--- config.mk ---
export PLATFORM = sky130hd
export DESIGN_NAME = boot_remap_decoder
export DESIGN_NICKNAME = d
export VERILOG_FILES = /design/src/rtl/brd_pkg.sv /design/src/rtl/brd_remap_state.sv /design/src/rtl/brd_region_decode.sv /design/src/rtl/brd_dram_alias.sv /design/src/rtl/boot_remap_decoder.sv
export SDC_FILE = /design/constraint.sdc
export NUM_CORES = 1
export LEC_CHECK = 0
export ABC_CLOCK_PERIOD_IN_PS = 1400
export BUFFER_PORTS_ARGS = -buffer_cell sky130_fd_sc_hd__buf_4
export CAP_MARGIN = 20
export CORE_ASPECT_RATIO = 0.9
export CORE_MARGIN = 3
export CORE_UTILIZATION = 28
export CTS_CLUSTER_DIAMETER = 200
export DETAILED_ROUTE_END_ITERATION = 7
export GPL_TIMING_DRIVEN = 0
export PLACE_DENSITY_LB_ADDON = 0.1
export SYNTH_ARGS = -nofsm -noshare
export SYNTH_HDL_FRONTEND = slang
export SYNTH_SLANG_ARGS = --single-unit
--- constraint.sdc ---
create_clock -name clk_i -period 1.4 [get_ports clk_i]
set_input_delay 0.14 -clock clk_i [delete_from_list [all_inputs] [get_ports clk_i]]
set_output_delay 0.14 -clock clk_i [all_outputs]
set_load 0.05 [all_outputs]
--- src/rtl/brd_pkg.sv ---
`timescale 1ns/1ps
package brd_pkg;
    localparam int ADDR_W   = 32;
    localparam int ROM_AW   = 19;
    localparam int DRAM_AW  = 27;
    localparam int BYTE_LSB = 2;
    localparam int COL_W    = 12;
    localparam int ROW_W    = DRAM_AW - BYTE_LSB - COL_W;

    localparam logic [ADDR_W-1:0] REMAP_TRIG = 32'hFFFF_8000;

    typedef enum logic [1:0] {
        DRAM_16M  = 2'b00,
        DRAM_64M  = 2'b01,
        DRAM_128M = 2'b10,
        DRAM_RSVD = 2'b11
    } dram_size_e;

    typedef struct packed {
        logic remapped;
    } remap_st_t;

    typedef struct packed {
        logic err;
        logic remap;
        logic cf;
        logic uart;
        logic dram;
        logic rom;
    } sel_t;
endpackage

--- src/rtl/brd_remap_state.sv ---
`timescale 1ns/1ps
module brd_remap_state
    import brd_pkg::*;
#(
    parameter int               AW   = ADDR_W,
    parameter logic [AW-1:0]    TRIG = REMAP_TRIG
) (
    input  logic          clk_i,
    input  logic          rst_ni,
    input  logic          as_i,
    input  logic          rw_i,
    input  logic [AW-1:0] addr_i,
    output logic          remapped_o
);
    remap_st_t st_d, st_q;
    logic      hit;

    always_comb begin
        hit  = as_i && (addr_i == TRIG);
        st_d = st_q;
        if (hit) begin
            st_d.remapped = 1'b1;
        end
    end

    always_ff @(posedge clk_i) begin
        if (!rst_ni) begin
            st_q <= '0;
        end else begin
            st_q <= st_d;
        end
    end

    assign remapped_o = st_q.remapped;

    // a read of the trigger sets the flag
    a_r4_read_sets: assert property (@(posedge clk_i) disable iff (!rst_ni)
        (as_i && rw_i && addr_i == TRIG) |=> remapped_o);
    // a write of the trigger sets the flag
    a_r4_write_sets: assert property (@(posedge clk_i) disable iff (!rst_ni)
        (as_i && !rw_i && addr_i == TRIG) |=> remapped_o);
    // only reset clears the flag
    a_r6_sticky: assert property (@(posedge clk_i) disable iff (!rst_ni)
        remapped_o |=> remapped_o);
    // nothing but a strobed trigger access sets the flag
    a_r5_no_stray_set: assert property (@(posedge clk_i) disable iff (!rst_ni)
        (!remapped_o && !(as_i && addr_i == TRIG)) |=> !remapped_o);
endmodule

--- src/rtl/brd_region_decode.sv ---
`timescale 1ns/1ps
module brd_region_decode
    import brd_pkg::*;
#(
    parameter int AW = ADDR_W
) (
    input  logic [AW-1:0] addr_i,
    input  logic          as_i,
    input  logic          remapped_i,
    output sel_t          sel_o
);
    logic io_page;
    logic [3:0] page_nib;

    always_comb begin
        io_page  = (addr_i[AW-1:16] == '1);
        page_nib = addr_i[15:12];
        sel_o    = '0;
        if (!as_i) begin
            sel_o = '0;
        end else if (io_page && page_nib == 4'hF) begin
            sel_o.uart = 1'b1;
        end else if (io_page && page_nib == 4'hE) begin
            sel_o.cf = 1'b1;
        end else if (io_page && page_nib == 4'h8) begin
            sel_o.remap = 1'b1;
        end else if (!remapped_i && addr_i[AW-1:AW-8] != 8'hFF) begin
            sel_o.rom = 1'b1;
        end else if (remapped_i && addr_i[AW-1:DRAM_AW] == '0) begin
            sel_o.dram = 1'b1;
        end else if (remapped_i && addr_i[AW-1:AW-8] == 8'hFE) begin
            sel_o.rom = 1'b1;
        end else begin
            sel_o.err = 1'b1;
        end
    end
endmodule

--- src/rtl/brd_dram_alias.sv ---
`timescale 1ns/1ps
module brd_dram_alias
    import brd_pkg::*;
#(
    parameter int DAW  = DRAM_AW,
    parameter int LSB  = BYTE_LSB,
    parameter int CW   = COL_W,
    parameter int RW   = DAW - LSB - CW
) (
    input  logic [DAW-1:0] addr_i,
    input  logic [1:0]     size_i,
    output logic [RW-1:0]  row_o,
    output logic [CW-1:0]  col_o
);
    localparam int W16  = 24;
    localparam int W64  = 26;
    localparam int W128 = DAW;

    int unsigned     keep_w;
    logic [DAW-1:0]  masked;

    always_comb begin
        unique case (dram_size_e'(size_i))
            DRAM_64M:  keep_w = W64;
            DRAM_128M: keep_w = W128;
            default:   keep_w = W16;
        endcase
    end

    for (genvar i = 0; i < DAW; i++) begin : g_mask
        assign masked[i] = addr_i[i] & (i < keep_w);
    end

    assign col_o = masked[LSB+CW-1:LSB];
    assign row_o = masked[DAW-1:LSB+CW];
endmodule

--- src/rtl/boot_remap_decoder.sv ---
`timescale 1ns/1ps
module boot_remap_decoder
    import brd_pkg::*;
(
    input  logic                  clk_i,
    input  logic                  rst_ni,
    input  logic [ADDR_W-1:0]     addr_i,
    input  logic                  as_i,
    input  logic                  rw_i,
    input  logic [1:0]            dram_size_i,
    output logic                  sel_rom_o,
    output logic                  sel_dram_o,
    output logic                  sel_uart_o,
    output logic                  sel_cf_o,
    output logic                  sel_remap_o,
    output logic                  bus_err_o,
    output logic [ROM_AW-1:0]     rom_addr_o,
    output logic [ROW_W-1:0]      dram_row_o,
    output logic [COL_W-1:0]      dram_col_o
);
    logic remapped;
    sel_t sel;

    brd_remap_state #(.AW(ADDR_W), .TRIG(REMAP_TRIG)) u_state (
        .clk_i      (clk_i),
        .rst_ni     (rst_ni),
        .as_i       (as_i),
        .rw_i       (rw_i),
        .addr_i     (addr_i),
        .remapped_o (remapped)
    );

    brd_region_decode #(.AW(ADDR_W)) u_decode (
        .addr_i     (addr_i),
        .as_i       (as_i),
        .remapped_i (remapped),
        .sel_o      (sel)
    );

    brd_dram_alias #(.DAW(DRAM_AW), .LSB(BYTE_LSB), .CW(COL_W), .RW(ROW_W)) u_alias (
        .addr_i (addr_i[DRAM_AW-1:0]),
        .size_i (dram_size_i),
        .row_o  (dram_row_o),
        .col_o  (dram_col_o)
    );

    assign sel_rom_o   = sel.rom;
    assign sel_dram_o  = sel.dram;
    assign sel_uart_o  = sel.uart;
    assign sel_cf_o    = sel.cf;
    assign sel_remap_o = sel.remap;
    assign bus_err_o   = sel.err;
    assign rom_addr_o  = addr_i[ROM_AW-1:0];

    // selects and bus error never overlap
    a_r11_onehot: assert property (@(posedge clk_i) disable iff (!rst_ni)
        $onehot0({sel_rom_o, sel_dram_o, sel_uart_o, sel_cf_o, sel_remap_o, bus_err_o}));
    // no strobe, no select
    a_r9_idle_quiet: assert property (@(posedge clk_i) disable iff (!rst_ni)
        !as_i |-> !(sel_rom_o || sel_dram_o || sel_uart_o || sel_cf_o || sel_remap_o || bus_err_o));
    // boot map puts ROM under everything below the I/O space
    a_r2_boot_rom: assert property (@(posedge clk_i) disable iff (!rst_ni)
        (as_i && !remapped && addr_i < 32'hFF00_0000) |-> sel_rom_o);
    // remapped low memory is DRAM
    a_r7_low_dram: assert property (@(posedge clk_i) disable iff (!rst_ni)
        (as_i && remapped && addr_i < 32'h0800_0000) |-> sel_dram_o);
    // a strobed access lands somewhere or flags an error
    a_r8_err_or_select: assert property (@(posedge clk_i) disable iff (!rst_ni)
        as_i |-> $onehot({sel_rom_o, sel_dram_o, sel_uart_o, sel_cf_o, sel_remap_o, bus_err_o}));
endmodule

; Yosys cells after proc, flatten, opt, wreduce, memory -nomap -nowiden
; Cells that the tools add are included.
[op_classes]
mux = 19
n_reduce_logical = 9
magnitude_cmp = 25
n_eq_ne = 9
n_bitwise = 25
[op_table]
columns = op, n
row1 = "5-bit < comparator, first input constant", 11
row2 = "4-bit by 5-bit < comparator with 1-bit output, first input constant", 8
row3 = "32-bit == test, second input constant", 1
row4 = 1-bit AND, 25
row5 = "3-bit by 5-bit < comparator with 1-bit output, first input constant", 4
row6 = "16-bit == test, second input constant", 1
row7 = "4-bit == test, second input constant", 3
row8 = 1-bit 2-to-1 mux, 12
row9 = "2-bit by 5-bit < comparator with 1-bit output, first input constant", 2
row10 = "8-bit == test, second input constant", 1
row11 = 2-bit 2-to-1 mux, 4
row12 = "8-bit != test, second input constant", 1
row13 = 1-bit logical AND, 7
row14 = 6-bit 2-to-1 mux, 1
row15 = 5-bit logical NOT, 1
row16 = 2-bit one-hot mux with 2 select lines, 1
row17 = 3-bit 2-to-1 mux, 1
row18 = "2-bit by 1-bit == test with 1-bit output, second input constant", 1
row19 = "2-bit == test, second input constant", 1
row20 = 1-bit logical NOT, 1
[word_totals]
input_bits = 38
out_inout_bits = 50
regBits = 1
word_cells = 88

; Longest topological paths before layout
; Gate-level depths: netlist of run 1.
[logic_depth]
ltp_word = 9
depth_mapped = 4
ltp_nobuf = 4

; Cells and area by module
; Synthesis of run 1 repeated with hierarchy kept, for this count alone.
[unflattened]
hier_cells = 82
area_unflattened_um2 = 588.1
[modules_own_cells]
columns = mod, cells_per_inst, instances, area_each_um2, seq_area_each_um2
row1 = brd_dram_alias, 27, 1, 200.2, 0.0
row2 = boot_remap_decoder, 19, 1, 142.6, 0.0
row3 = brd_region_decode, 23, 1, 136.4, 0.0
row4 = brd_remap_state, 13, 1, 108.9, 20.0

; Worst setup path after synthesis of run 1
; No wires, ideal clock.
[synth_path]
kind = in2out
from = input port addr_i[21]
to = output port sel_cf_o
arrival_time_ns = 1.710
path_buffers = 0
setup_slack_ns = -0.450
required_time_ns = 1.260
stages = 4
cell_sequence = nand4_1 -> nor3_1 -> nand2_1 -> nor3_1
[synth_between]
elab_chain_cells = 5
elab_cells_between_ends = 6
cone_classes = 1 x eq/ne / 3 x mux / 2 x reduce/logical
[synth_lines]
columns = element, line
row1 = "start, declared", boot_remap_decoder.sv:7  ; input logic [ADDR_W-1:0] addr_i,
row2 = 16-bit == test (*), brd_region_decode.sv:16  ; io_page = (addr_i[AW-1:16] == '1);
row3 = 1-bit logical AND, brd_region_decode.sv:23  ; end else if (io_page && page_nib == 4'hE) begin
row4 = 1-bit 2-to-1 mux, brd_region_decode.sv:23
row5 = 3-bit 2-to-1 mux (*), brd_region_decode.sv:21  ; end else if (io_page && page_nib == 4'hF) begin
row6 = 6-bit 2-to-1 mux (*), brd_region_decode.sv:19  ; if (!as_i) begin
row7 = "end, declared", boot_remap_decoder.sv:14  ; output logic sel_cf_o,
; Mark *: on every way between the ends. The rest lies on a longest branch, timed or not.

; Worst setup path in the final report of run 1
[layout_path]
from = input port addr_i[28]
to = output port sel_dram_o
[layout_between]
elab_chain_cells = 8
elab_cells_between_ends = 14
cone_classes = 2 x eq/ne / 6 x mux / 6 x reduce/logical
[layout_lines]
columns = element, line
row1 = 5-bit logical NOT, brd_region_decode.sv:29  ; end else if (remapped_i && addr_i[AW-1:DRAM_AW] == '0) begin
row2 = 1-bit logical AND, brd_region_decode.sv:29
row3 = 1-bit 2-to-1 mux, brd_region_decode.sv:29
row4 = 1-bit 2-to-1 mux, brd_region_decode.sv:27  ; end else if (!remapped_i && addr_i[AW-1:AW-8] != 8'hFF) begin
row5 = 2-bit 2-to-1 mux, brd_region_decode.sv:25  ; end else if (io_page && page_nib == 4'h8) begin
row6 = 2-bit 2-to-1 mux, brd_region_decode.sv:23
row7 = 2-bit 2-to-1 mux (*), brd_region_decode.sv:21
row8 = 6-bit 2-to-1 mux (*), brd_region_decode.sv:19
row9 = "end, declared", boot_remap_decoder.sv:12  ; output logic sel_dram_o,
; Marks and branches as above.

==> results of run 1 <==
## power groups by stage
| stage | clock network [mW] | registers (mW) | logic [mW] |
|---|---|---|---|
| 5_1_grt | 0 | 0.0291 | 0.598 |
| 2_1_floorplan | 0 | 0.0291 | 0.364 |
| 3_5_place_dp | 0 | 0.0291 | 0.570 |
| 3_3_place_gp | 0 | 0.0291 | 0.563 |
| 4_1_cts | 0 | 0.0291 | 0.574 |
| 6_report | 0 | 0.0291 | 0.572 |
## cell families after synthesis
kind of cell | Yosys count | share of synthesized area [%]
AND/OR/NAND/NOR | 27 | 30.54
AO/OA/AOI/OAI | 3 | 4.074
adder cells (fa/ha/maj) | 1 | 2.262
flip-flops | 1 | 3.620
buffers and inverters | 44 | 57.69
multiplexers | 1 | 1.810
## path summary, 6_finish.rpt
path	endpoint	cells after the start	from
setup reg to reg	u_state.remapped_o	2	u_state.remapped_o
setup / recovery	sel_dram_o	5	addr_i[28]
hold reg to reg	u_state.remapped_o	2	u_state.remapped_o
hold / removal	u_state.remapped_o	2	rst_ni
## area by class of cell
type	count	share of cell area, %
Timing Repair Buffer	86	52.00
Tap cell	24	2.337
Sequential cell	1	1.558
Inverter	3	0.8763
Multi-Input combinational cell	32	19.28
Buffer	41	23.95
## worst reg2reg max path, delay by kind of cell (launching register included)
| kind | cells | cell delay [ps] |
|---|---|---|
| AOI/OAI and AO/OA | 1 | 160 |
| DFF | 1 | 310 |
| and+or+nand+nor | 1 | 60 |
## cell usage in the layout, fill, tap and decap left out
cell type / synthesis / layout
a21o_1: 1 / 1
nand4_1: 3 / 3
and3_1: 2 / 2
nor4_1: 3 / 3
nor2b_1: 3 / 3
dfxtp_1: 1 / 1
ha_1: 1 / 1
nor2_4: 0 / 1
nand2_1: 2 / 2
buf_4: 41 / 122
or4_4: 1 / 1
a31oi_1: 1 / 1
nor3_2: 0 / 3
nor3b_2: 1 / 1
inv_1: 3 / 3
nor3b_4: 0 / 1
buf_6: 0 / 4
nor3_1: 4 / 1
and2_4: 0 / 1
a41oi_1: 1 / 1
and2_1: 4 / 3
buf_8: 0 / 1
nand3_1: 2 / 2
mux2i_1: 1 / 1
## timing repair
| action | in CTS | in global routing |
|---|---|---|
| setup endpoints to repair | 1 | 5 |
| endpoints found under the hold margin | 0 | 0 |
| gates resized for setup | 6 | 4 |
| pin swaps | 2 | 2 |
## per-layer routing
| metal | vias to the layer above | global-route usage, % |
|---|---|---|
| met2 | 42 | 26.24 |
| met5 | - | 0 |
| met3 | 0 | 2.446 |
| li1 | 393 | - |
| met4 | 0 | 0 |
| met1 | 317 | 14.16 |
## per-stage QoR
| stage | instance area (µm²) | setup WS, ps | util (%) | hold slack, ps |
|---|---|---|---|---|
| 2_1_floorplan | 569.3 | -58.50 | - | 268.2 |
| 3_3_place_gp | 1245 | -71.27 | 70.37 | 367.3 |
| 3_5_place_dp | 1245 | -87.98 | 70.37 | 377.9 |
| 4_1_cts | 1267 | -49.76 | 71.64 | 377.7 |
| 5_1_grt | 1285 | -78.87 | 72.63 | 416.3 |
| 6_report | 1285 | -46.86 | 72.63 | 368.6 |
==> reports/metrics.cfg, run 1 <==
[setup_path]
path_buf_inv=2
crit_arrival_ps=1310
rrSetupSlack_ps=750
cp_cell_sequence=buf_6 > or4_4 > nor3b_4 > and2_4 > buf_8
critPathSlowestCell=or4_4
critPathMaxStageDelay_ps=540
required_ps=1260
worst-path-max-fanout=2
crit_family=simple AND/OR/NAND/NOR gates
startpoint_type=input pin
cp-end-kind=primary output
crit_type=input pin to primary output

[routing]
drtAntennaViolNets=0
maxUsedRoutingLayer=met3
drt-pass1-iter-count=2
wl_per_cell_um=10.16
vias=752
drc=0
vias_per_cell=4.021
met1_length_um=628
wl_met3_um=232
dr_wl_met2_um=1039
drt-total-wl_um=1900
drt_iter0_drc=2

[timing]
fmax_mhz=691.2
maxSlewHeadroom_pct=81.31
period_share_pct=103.3
setup_violations=1
slew_viol_final=0
timing.setup.tns_ps=-46.86
worstMarginPinSlew_ps=277.8
finalCriticalPeriod_ps=1447
rsz0062_at_grt=true
finClkSkew_ps=0
hold_viol_final=0
fin_ws_ps=-46.86

[layout]
multi_input_area_um2=247.7
antenna_cells=0
nNetsFinal=204
drive_above_1_share_pct=82.82
largest_reg_flops=1
area.sequential_um2=20.02
area_growth_pct=132.4
fillers=141
fin_cells=187

[placed_design]
dp_hpwl_um=1763
port_buffers=86
gp_congestion=0.5802
dp_cells=187

[global_route]
grt_pass1_wl_um=2497
grtUsageTotal_pct=12.58
antenna_found_initial=0
grt_pass1_vias=630
grt_max_degree=6
overflow=0

[synth]
netlist_area_um2=553.0
synth_top_cell_by_area=buf_4
synthesis.nets=116
synth-async-reset-ratio_pct=0
synth_top_area_share_pct=55.66
synth.most_common_cell=buf_4
synth_commonest_cells=41 x buf_4, 4 x and2_1, 4 x nor3_1
synth_flop_cell=dfxtp_1
synth-edff-count=0
synth.distinct_cells=20
netlist_instances=77
yosys_warnings=0
ys_seq_area_share_pct=3.620
ys_seq_elements=1
synthTopCellsByArea=buf_4 56%, and2_1 4.5%, dfxtp_1 3.6%, nor3_1 3.6%, nand4_1 3.4%
syn_area_per_cell_um2=7.182

[power_and_ir_drop]
pwr-share-clk_pct=0
p_total_mw=0.6006
p_comb_share_pct=95.2
power_density_nw_per_um2=467.4
p_seq_share_pct=4.8
swShare_pct=55.84
internal-power_mw=0.2652
p_leak_nw=0.7190
peakVddDrop_v=0.0003630
p_sw_mw=0.3354

[floorplanning]
fp.dieH_um=48.16
num_rows=14
die_area_um2=2545
core_area_um2=1769
io_pins=88
initial_utilization_pct=31.26
die_w_um=52.85

[clock_network]
cts_setup_buffers=0
cts_hold_buf=0
insertion_delay_ps=0
clk_pin_slew_ps=0

[worst_hold_path]
hp-class=input pin to register

[run_status]
violations=negative setup slack
status=finished with violations

[flow_run]
max_cap_viol_count=0

(Power assumes the default switching activity.)
==> inputs of run 2 (changes only) <==
Settings changed: SETUP_SLACK_MARGIN set to 0.2.
==> reports/metrics.cfg, run 2 (same netlist as run 1, synthesis figures left out) <==
[placed_design]
gp_congestion=0.6747  ; was 0.5802
port_buffers=86  ; unchanged
place_area_um2=1285  ; was 1245 µm²
dp_hpwl_um=1985  ; was 1763 µm

[setup_path]
cp-end-kind=primary output  ; unchanged
crit_type=input pin to primary output  ; unchanged
critPathSlowestCell=or4_4  ; unchanged
crit_arrival_ps=1290  ; was 1310 ps
reg2regPathDepth=2  ; unchanged
worst-path-max-fanout=2  ; unchanged
critPathMaxStageDelay_ps=530  ; was 540 ps
startpoint_type=input pin  ; unchanged
required_ps=1260  ; about the same
cp_cell_sequence=buf_6 > or4_4 > nor3b_4 > buf_4 > nor3b_4 > buf_6  ; was buf_6 > or4_4 > nor3b_4 > and2_4 > buf_8

[floorplanning]
die_w_um=52.85  ; unchanged
num_rows=14  ; unchanged
initial_utilization_pct=31.26  ; unchanged
fp.dieH_um=48.16  ; unchanged
io_pins=88  ; unchanged
die_area_um2=2545  ; unchanged
core_area_um2=1769  ; unchanged

[routing]
drtAntennaViolNets=0  ; unchanged
vias=837  ; was 752
drt-pass1-iter-count=3  ; was 2
vias_per_cell=4.359  ; was 4.021
drt-total-wl_um=2595  ; was 1900 µm
drt_iter0_drc=7  ; was 2
wl_per_cell_um=13.52  ; was 10.16 µm
drc=0  ; unchanged

[power_and_ir_drop]
internal-power_mw=0.2819  ; was 0.2652 mW
p_leak_nw=0.7915  ; was 0.7190 nW
p_sw_mw=0.3532  ; was 0.3354 mW
p_comb_share_pct=95.4  ; was 95.2%
pwr-share-clk_pct=0  ; about the same
p_seq_share_pct=4.6  ; was 4.8%
power_density_nw_per_um2=444.5  ; was 467.4 nW/µm²
peakVddDrop_v=0.0004167  ; was 0.0003630 V
swShare_pct=55.61  ; was 55.84%

[worst_hold_path]
hp-class=input pin to register  ; unchanged
holdPathStages=2  ; unchanged

[global_route]
grt_pass1_vias=788  ; was 630
grtUsageTotal_pct=16.09  ; was 12.58%
grt_max_degree=6  ; unchanged
antenna_found_initial=0  ; unchanged
overflow=0  ; unchanged
grt_pass1_wl_um=3118  ; was 2497 µm

[layout]
antenna_cells=0  ; unchanged
drive_above_1_share_pct=86.90  ; was 82.82%
finalInstanceArea_um2=1429  ; was 1285 µm²
final_cell_mix=115 x buf_4, 13 x buf_6, 4 x buf_8  ; was 122 x buf_4, 4 x buf_6
nNetsFinal=209  ; was 204
area_growth_pct=158.4  ; was 132.4%
layout_commonest_cell=buf_4  ; unchanged
largest_reg_flops=1  ; unchanged

[clock_network]
clk_pin_slew_ps=0  ; about the same
cts_hold_buf=0  ; unchanged
insertion_delay_ps=0  ; about the same

[timing]
worst_hold_slack_ps=380.3  ; was 368.6 ps
finClkSkew_ps=0  ; unchanged
fin_ws_ps=-32.77  ; was -46.86 ps
hold_viol_final=0  ; unchanged
rsz0062_at_grt=true  ; unchanged
worstMarginPinSlew_ps=238.2  ; was 277.8 ps
setup_violations=2  ; was 1
maxSlewHeadroom_pct=83.98  ; was 81.31%
fmax_mhz=698.0  ; was 691.2 MHz
finalCriticalPeriod_ps=1433  ; was 1447 ps
period_share_pct=102.3  ; was 103.3%
slew_viol_final=0  ; unchanged

[run_status]
violations=negative setup slack  ; unchanged
status=finished with violations  ; unchanged

[flow_run]
max_cap_viol_count=0  ; unchanged

run 2: cell count changes in the layout (fill, tap and decap cells not counted), sizes merged:
cell,change
buf,+5
run 2: power groups by stage:
stage	Sequential, mW	Combinational (mW)	Clock (mW)
floorplan	0.0291	0.368	0
global placement	0.0291	0.569	0
detailed placement	0.0291	0.580	0
CTS	0.0291	0.593	0
global route	0.0291	0.630	0
finish	0.0291	0.606	0
run 2: repair_timing:
item,CTS,global route
resized for setup,16,10
setup endpoints to repair,5,6
pin swaps,10,6
buffers inserted,3,2
run 2: area by class of cell:
class / count / area (µm²)
timing repair buffer: 91 / 762.0
fill: 118 / 340.3
buffer: 41 / 307.8
multi-input combinational: 32 / 297.8
tap: 24 / 30.03
sequential: 1 / 20.02
inverter: 3 / 11.26
run 2: path summary, 6_finish.rpt:
kind	from	to	slack [ps]
worst max register to register	u_state.remapped_o	u_state.remapped_o	690
worst max-delay path	addr_i[31]	bus_err_o	-30
worst min-delay path	rst_ni	u_state.remapped_o	380
worst min register to register	u_state.remapped_o	u_state.remapped_o	590
run 2: stage by stage:
step | utilization, % | cells | setup WS, ps | TNS [ps] | total power, mW
finish | 80.76 | 192 | -32.77 | -44.76 | 0.6351
global route | 80.76 | 192 | -66.48 | -112.5 | 0.6591
CTS | 77.51 | 190 | -47.83 | -76.32 | 0.6220
detailed placement | 72.63 | 187 | -127.7 | -179.5 | 0.6095
global placement | 72.63 | 187 | -122.3 | -143.0 | 0.5984
floorplan | - | 77 | 94.59 | 0 | 0.3975
run 2: per-layer routing:
layer | part of all wire, % | global-route usage, %
met1 | 28 | 12.41
met2 | 60 | 41.34
met3 | 11 | 2.752
met4 | 1.3 | 0.5102
met5 | 0 | 0
run 2: worst max-delay path: cells and delay by family:
| family | cells | cell delay [ps] |
|---|---|---|
| buffers and inverters | 3 | 380 |
| AND/OR/NAND/NOR | 3 | 770 |
